## src/rtl/sys_reset_port_pkg.sv

```systemverilog
package sys_reset_port_pkg;

    localparam int unsigned CTL_W = 8;

    typedef struct packed {
        logic [CTL_W-1:0] ctl;
    } ctl_state_t;

    localparam logic [CTL_W-1:0] CTL_RESET_VAL = '0;
    localparam logic [CTL_W-1:0] ADVERTISED_RESTART = 8'h06;

endpackage

```

## src/rtl/sys_reset_port_decode.sv

```systemverilog
module sys_reset_port_decode #(
    parameter int unsigned ADDR_W    = 16,
    parameter int unsigned SIZE_W    = 3,
    parameter logic [ADDR_W-1:0] PORT_ADDR = 16'hCF9
) (
    input  logic [ADDR_W-1:0] addr,
    input  logic [SIZE_W-1:0] size,
    input  logic              wr,
    input  logic              rd,
    output logic              wr_ok,
    output logic              rd_ok,
    output logic              size_err
);
    localparam logic [SIZE_W-1:0] BYTE_SIZE = SIZE_W'(1);

    logic hit;
    logic byte_acc;

    always_comb begin
        hit      = (addr == PORT_ADDR);
        byte_acc = (size == BYTE_SIZE);
        wr_ok    = hit && byte_acc && wr;
        rd_ok    = hit && byte_acc && rd;
        size_err = hit && !byte_acc && (wr || rd);
    end
endmodule

```

## src/rtl/sys_reset_port_store.sv

```systemverilog
module sys_reset_port_store
    import sys_reset_port_pkg::*;
(
    input  logic             clk,
    input  logic             rst_n,
    input  logic             wr_ok,
    input  logic [CTL_W-1:0] wbyte,
    output logic [CTL_W-1:0] ctl
);
    ctl_state_t state_d, state_q;

    always_comb begin
        state_d = state_q;
        if (wr_ok) begin
            state_d.ctl = wbyte;
        end
    end

    always_ff @(posedge clk or negedge rst_n) begin
        if (!rst_n) begin
            state_q.ctl <= CTL_RESET_VAL;
        end else begin
            state_q <= state_d;
        end
    end

    assign ctl = state_q.ctl;
endmodule

```

## src/rtl/sys_reset_port_trigger.sv

```systemverilog
module sys_reset_port_trigger
    import sys_reset_port_pkg::*;
#(
    parameter int unsigned RST_BIT = 2
) (
    input  logic             wr_ok,
    input  logic [CTL_W-1:0] wbyte,
    output logic             req
);
    always_comb begin
        req = wr_ok && wbyte[RST_BIT];
    end
endmodule

```

## src/rtl/sys_reset_port.sv

```systemverilog
module sys_reset_port
    import sys_reset_port_pkg::*;
#(
    parameter int unsigned ADDR_W    = 16,
    parameter int unsigned SIZE_W    = 3,
    parameter int unsigned DATA_W    = 32,
    parameter logic [ADDR_W-1:0] PORT_ADDR = 16'hCF9,
    parameter int unsigned RST_BIT   = 2
) (
    input  logic              clk,
    input  logic              rst_n,
    input  logic [ADDR_W-1:0] io_addr,
    input  logic [SIZE_W-1:0] io_size,
    input  logic              io_wr,
    input  logic [DATA_W-1:0] io_wdata,
    input  logic              io_rd,
    output logic [DATA_W-1:0] io_rdata,
    output logic              io_err,
    output logic              sys_rst_req
);
    localparam int unsigned PAD_W = DATA_W - CTL_W;

    logic             wr_ok;
    logic             rd_ok;
    logic [CTL_W-1:0] wbyte;
    logic [CTL_W-1:0] ctl;
    logic             unused_wdata_hi;

    assign wbyte           = io_wdata[CTL_W-1:0];
    assign unused_wdata_hi = ^io_wdata[DATA_W-1:CTL_W];

    sys_reset_port_decode #(
        .ADDR_W   (ADDR_W),
        .SIZE_W   (SIZE_W),
        .PORT_ADDR(PORT_ADDR)
    ) u_decode (
        .addr    (io_addr),
        .size    (io_size),
        .wr      (io_wr),
        .rd      (io_rd),
        .wr_ok   (wr_ok),
        .rd_ok   (rd_ok),
        .size_err(io_err)
    );

    sys_reset_port_store u_store (
        .clk  (clk),
        .rst_n(rst_n),
        .wr_ok(wr_ok),
        .wbyte(wbyte),
        .ctl  (ctl)
    );

    sys_reset_port_trigger #(
        .RST_BIT(RST_BIT)
    ) u_trigger (
        .wr_ok(wr_ok),
        .wbyte(wbyte),
        .req  (sys_rst_req)
    );

    always_comb begin
        io_rdata = '0;
        if (rd_ok) begin
            io_rdata = {{PAD_W{1'b0}}, ctl};
        end
    end
endmodule

```

## config.mk

```make
export PLATFORM = sky130hd
export DESIGN_NAME = sys_reset_port
export DESIGN_NICKNAME = d
export VERILOG_FILES = /design/src/rtl/sys_reset_port_pkg.sv /design/src/rtl/sys_reset_port_decode.sv /design/src/rtl/sys_reset_port_store.sv /design/src/rtl/sys_reset_port_trigger.sv /design/src/rtl/sys_reset_port.sv
export SDC_FILE = /design/constraint.sdc
export NUM_CORES = 1
export LEC_CHECK = 0
export BUFFER_PORTS_ARGS = -buffer_cell sky130_fd_sc_hd__buf_2
export CORE_UTILIZATION = 30
export DETAILED_ROUTE_END_ITERATION = 8
export MAX_ROUTING_LAYER = met4
export PLACE_DENSITY = 0.77
export SYNTH_ARGS = -nofsm -noshare
export SYNTH_HDL_FRONTEND = slang
export SYNTH_SLANG_ARGS = --single-unit
```

## constraint.sdc

```tcl
create_clock -name clk -period 1.9 [get_ports clk]
set_input_delay 0.19 -clock clk [delete_from_list [all_inputs] [get_ports clk]]
set_output_delay 0.19 -clock clk [all_outputs]
set_load 0.02 [all_outputs]
```

Yosys cells after proc, flatten, opt, wreduce, memory -nomap -nowiden. Index checks and enable logic that the tools add are counted.

Register bits: 8. Input bits: 55. Output and inout bits: 34.

Equal/unequal tests: 2. Muxes and demuxes: 1. Reductions and logical operators: 8.

Operators with widths (number): $eq A16 B12 Y1 const B (1); $mux W8 (1); $logic_and A1 B1 Y1 (6); $eq A3 B1 Y1 const B (1); $logic_not A1 Y1 (1); $logic_or A1 B1 Y1 (1).

Depth between registers and ports, before layout.
Depth in word-level cells: 4. Mapped depth: 4.

Modules after synthesis. A second synthesis with hierarchy kept.

Cell total of the unflattened synthesis: 61. Area, all modules: 669.4 sq um.

Modules (own cells, without submodules): sys_reset_port_store (instances 1, cells each 17, area each 331.6 sq um); sys_reset_port (instances 1, cells each 33, area each 234.0 sq um); sys_reset_port_decode (instances 1, cells each 10, area each 97.6 sq um); sys_reset_port_trigger (instances 1, cells each 1, area each 6.3 sq um).

Worst setup path after synthesis. OpenSTA, ideal clock, no wires.

Path type: in2out. Start point: input port io_addr[15]. End point: output port io_err. Data arrival time: 1664 ps. Data required time: 1710 ps. Path slack: 46 ps. Stages on the path: 3. Buffers on the path: 0. Cell sequence: or4b_4 > nor4_4 > nor3b_1.

Longest elaborated chain between the ends: 3.

Ends and longest elaborated chain: from (decl) (RTL line sys_reset_port.sv:12) `input logic [ADDR_W-1:0] io_addr,`; $eq A16 B12 Y1 (RTL line sys_reset_port_decode.sv:20) `hit = (addr == PORT_ADDR);`; $logic_and A1 B1 Y1 (2 in series) (RTL line sys_reset_port_decode.sv:24) `size_err = hit && !byte_acc && (wr || rd);`; to (decl) (RTL line sys_reset_port.sv:18) `output logic io_err,`.

Every way passes these cells.

Worst setup path after layout.
Start point: input port io_addr[15]. End point: output port sys_rst_req.

Longest elaborated chain between the ends: 4.

Ends and longest elaborated chain: $eq A16 B12 Y1 (RTL line sys_reset_port_decode.sv:20); $logic_and A1 B1 Y1 (2 in series) (RTL line sys_reset_port_decode.sv:22) `wr_ok = hit && byte_acc && wr;`; $logic_and A1 B1 Y1 (RTL line sys_reset_port_trigger.sv:11) `req = wr_ok && wbyte[RST_BIT];`; to (decl) (RTL line sys_reset_port.sv:19) `output logic sys_rst_req`.

Every way passes these cells.

==> results.py <==
metrics = {
    "setup_path": {
        "timing.critical_path.slowest_stage_cell": "sky130_fd_sc_hd__or4b_4",
        "critPathBufInv": 3,
        "crit_path_cell_trace": "buf_2, or4b_4, nor4_4, buf_4, and4_2, buf_2",
        "worst_setup_path_end_kind": "output pin",
        "crit_path_start": "io_addr[15]",
        "critPathMaxFanout": 3,
        "cp.arrival_ps": 1580,
        "critical_path.most_common_cell": "sky130_fd_sc_hd__buf_2",
        "critical_path_required_ps": 1710,
        "cp_top_family": "simple AND/OR/NAND/NOR gates",
        "cpPeakStageDelay_ps": 540,
        "cp-start-kind": "input pin",
        "worstSetupPathType": "input pin to output pin",
        "reg2reg_from": "u_store.ctl[0]",
    },
    "min_path": {
        "min-delay-start": "io_wdata[6]",
        "timing.hold.worst.class": "input pin to register",
    },
    "clocking": {
        "clock_tree.root_cell": "sky130_fd_sc_hd__clkbuf_4",
        "post-cts-setup-buffer-count": 0,
        "cts-buffers-inserted": 3,
        "htree_num_levels": 1,
        "ctsLongestPathBuffers": 2,
        "worst_skew_pair.late_latency_ps": 250,
        "clk_transition_reported_paths_ps": 40,
        "clock_tree_from_tritoncts": "yes",
        "cts_sinks": 8,
    },
    "power_and_ir_drop": {
        "totalPowerFinal_uw": 377,
        "peakVddDrop_mv": 0.376,
        "power.static_leakage_nw": 0.501,
        "power_density_nw_per_um2": 453,
    },
    "cells_and_area": {
        "largest_reg_flops": 8,
        "largest_regs": "u_store.ctl x8",
        "antenna_cells_inserted": 0,
        "area_occupied_by_multi_input_gates_um2": 352,
        "final_layout_size_suffix_gt1_share_pct": 55.2,
        "final_common_cell": "sky130_fd_sc_hd__buf_2",
        "n_fill_cell": 206,
        "design_area_um2": 833,
        "mostFrequentLayoutCells": "sky130_fd_sc_hd__buf_2, sky130_fd_sc_hd__conb_1, sky130_fd_sc_hd__and2_1, sky130_fd_sc_hd__dfrtp_1, sky130_fd_sc_hd__mux2_2",
        "max_flop_register": "u_store.ctl",
        "regArea_um2": 200,
        "final_nets": 162,
        "area_growth_syn_to_layout_pct": 29.8,
    },
    "logic_synthesis": {
        "synthesis.area_um2": 642,
        "yosysUniqueCellTypes": 15,
        "synth.yosys.seq_area_share_pct": 31.2,
        "syn_inst": 60,
        "synth-seq-cells": 8,
        "synth.avg_cell_area_um2": 10.7,
        "yosysWarnings": 0,
    },
    "die": {
        "die-area_um2": 2330,
        "design.core.area_um2": 1980,
        "starting_density_pct": 32.4,
        "io_pins": 89,
        "fp.dieH_um": 48.3,
        "die_x_um": 48.3,
        "placementRows": 16,
    },
    "global_routing": {
        "grt_max_degree": 9,
        "grt_usage_pct": 12.4,
        "grt_antenna_before_repair": 0,
        "globalRoute.totalOverflow": 0,
        "grt_pass1_wl_mm": 1.80,
        "first_global_vias": 471,
    },
    "drt": {
        "number_of_antenna_violating_nets_in_the_routed_design": 0,
        "vias": 510,
        "drc_errors": 0,
        "drt-vias-per-instance": 3.86,
        "drt-pass1-iter-count": 2,
        "detailedRoute.firstIterationViolations": 5,
        "route.final.wire_length_mm": 1.24,
        "routed_wire_length_per_instance_um": 9.39,
    },
    "place": {
        "io_buffers": 40,
        "postPlaceCellArea_um2": 797,
        "gp_congestion": 0.715,
    },
    "run": {
        "max-cap-violations": 0,
    },
    "sta": {
        "finalHoldViolCount": 0,
        "grt_setup_unrepaired": "no",
        "tns_ps": 0,
        "slew_violations": 0,
        "max_freq_mhz": 565,
        "setup_violations": 0,
        "finalWorstPathRequiredPeriod_ps": 1770,
        "finClkSkew_ps": 0,
        "period_share_pct": 93.2,
    },
    "run_status": {
        "outcome": "finished clean",
    },
}
## through the flow
| step | utilization [%] | hold WS [ps] | cells | setup WS, ps |
|---|---|---|---|---|
| after floorplan | - | -106 | 83 | 46.4 |
| after global placement | 40.2 | 36.8 | 128 | -6.76 |
| after detailed placement | 40.2 | 38.3 | 128 | -31.9 |
| after CTS | 42.0 | 168 | 132 | 109 |
| after global routing | 42.0 | 157 | 132 | 60.6 |
| final | 42.0 | 175 | 132 | 129 |
## synth_stat cells
| master | n | area share (%) |
|---|---|---|
| sky130_fd_sc_hd__a21o_2 | 1 | 1.4 |
| sky130_fd_sc_hd__and3_2 | 1 | 1.2 |
| sky130_fd_sc_hd__dfrtp_1 | 8 | 31 |
| sky130_fd_sc_hd__and4_2 | 1 | 1.6 |
| sky130_fd_sc_hd__nand3_4 | 1 | 2.7 |
| sky130_fd_sc_hd__nand4bb_1 | 2 | 3.5 |
| sky130_fd_sc_hd__and2_1 | 8 | 7.8 |
| sky130_fd_sc_hd__nor2_1 | 1 | 0.58 |
| sky130_fd_sc_hd__nand4b_1 | 1 | 1.4 |
| sky130_fd_sc_hd__buf_4 | 24 | 28 |
| sky130_fd_sc_hd__conb_1 | 1 | 0.58 |
| sky130_fd_sc_hd__or4b_4 | 1 | 2.1 |
| sky130_fd_sc_hd__mux2_2 | 7 | 12 |
| sky130_fd_sc_hd__nor4_4 | 1 | 3.3 |
| sky130_fd_sc_hd__nor3b_1 | 2 | 2.3 |
## what timing repair did
| action | CTS | global route |
|---|---|---|
| setup endpoints to repair | 9 | 0 |
| hold buffers | 1 | 0 |
| gates resized for setup | 1 | 0 |
| hold endpoints to repair | 8 | 0 |
## path summary, 6_finish.rpt
check | endpoint | slack, ps | cells after the start
setup / recovery | sys_rst_req | 130 | 6
hold / removal | u_store.ctl[6] | 170 | 2
setup reg to reg | u_store.ctl[0] | 1140 | 1
hold reg to reg | u_store.ctl[6] | 490 | 1
max in group asynchronous | u_store.ctl[1] | 1420 | 2
min in group asynchronous | u_store.ctl[2] | 310 | 2
## kinds of logic (layout without fill, tap and decap cells)
logic type	after synthesis	in the layout	share of synthesized area [%]
compound gates	1	1	1.36
flops	8	8	31.2
buf+inv	24	46	28.1
simple gates	19	19	26.5
other cells	1	24	0.584
mux	7	7	12.3
## power by group
group	leakage, nW	total [mW]	internal [mW]	switching (mW)
sequential	0.112	0.171	0.171	0.00000372
combinational	0.376	0.0858	0.0281	0.0577
clock	0.0138	0.120	0.0716	0.0488
## per-layer routing
metal	up-vias	global-route usage (%)	wire, um
met5	-	-	0
met4	0	3.33	0
met3	0	5.93	107
met2	32	25.9	736
met1	231	8.66	397
li1	247	-	-
## layout make-up
type | instances | area share (%)
clock buffer | 3 | 2.70
multi-input combinational | 51 | 42.2
sequential | 8 | 24.0
tap | 27 | 4.05
timing repair buffer | 43 | 27.0
No activity file was read; power rests on OpenSTA's default activity.
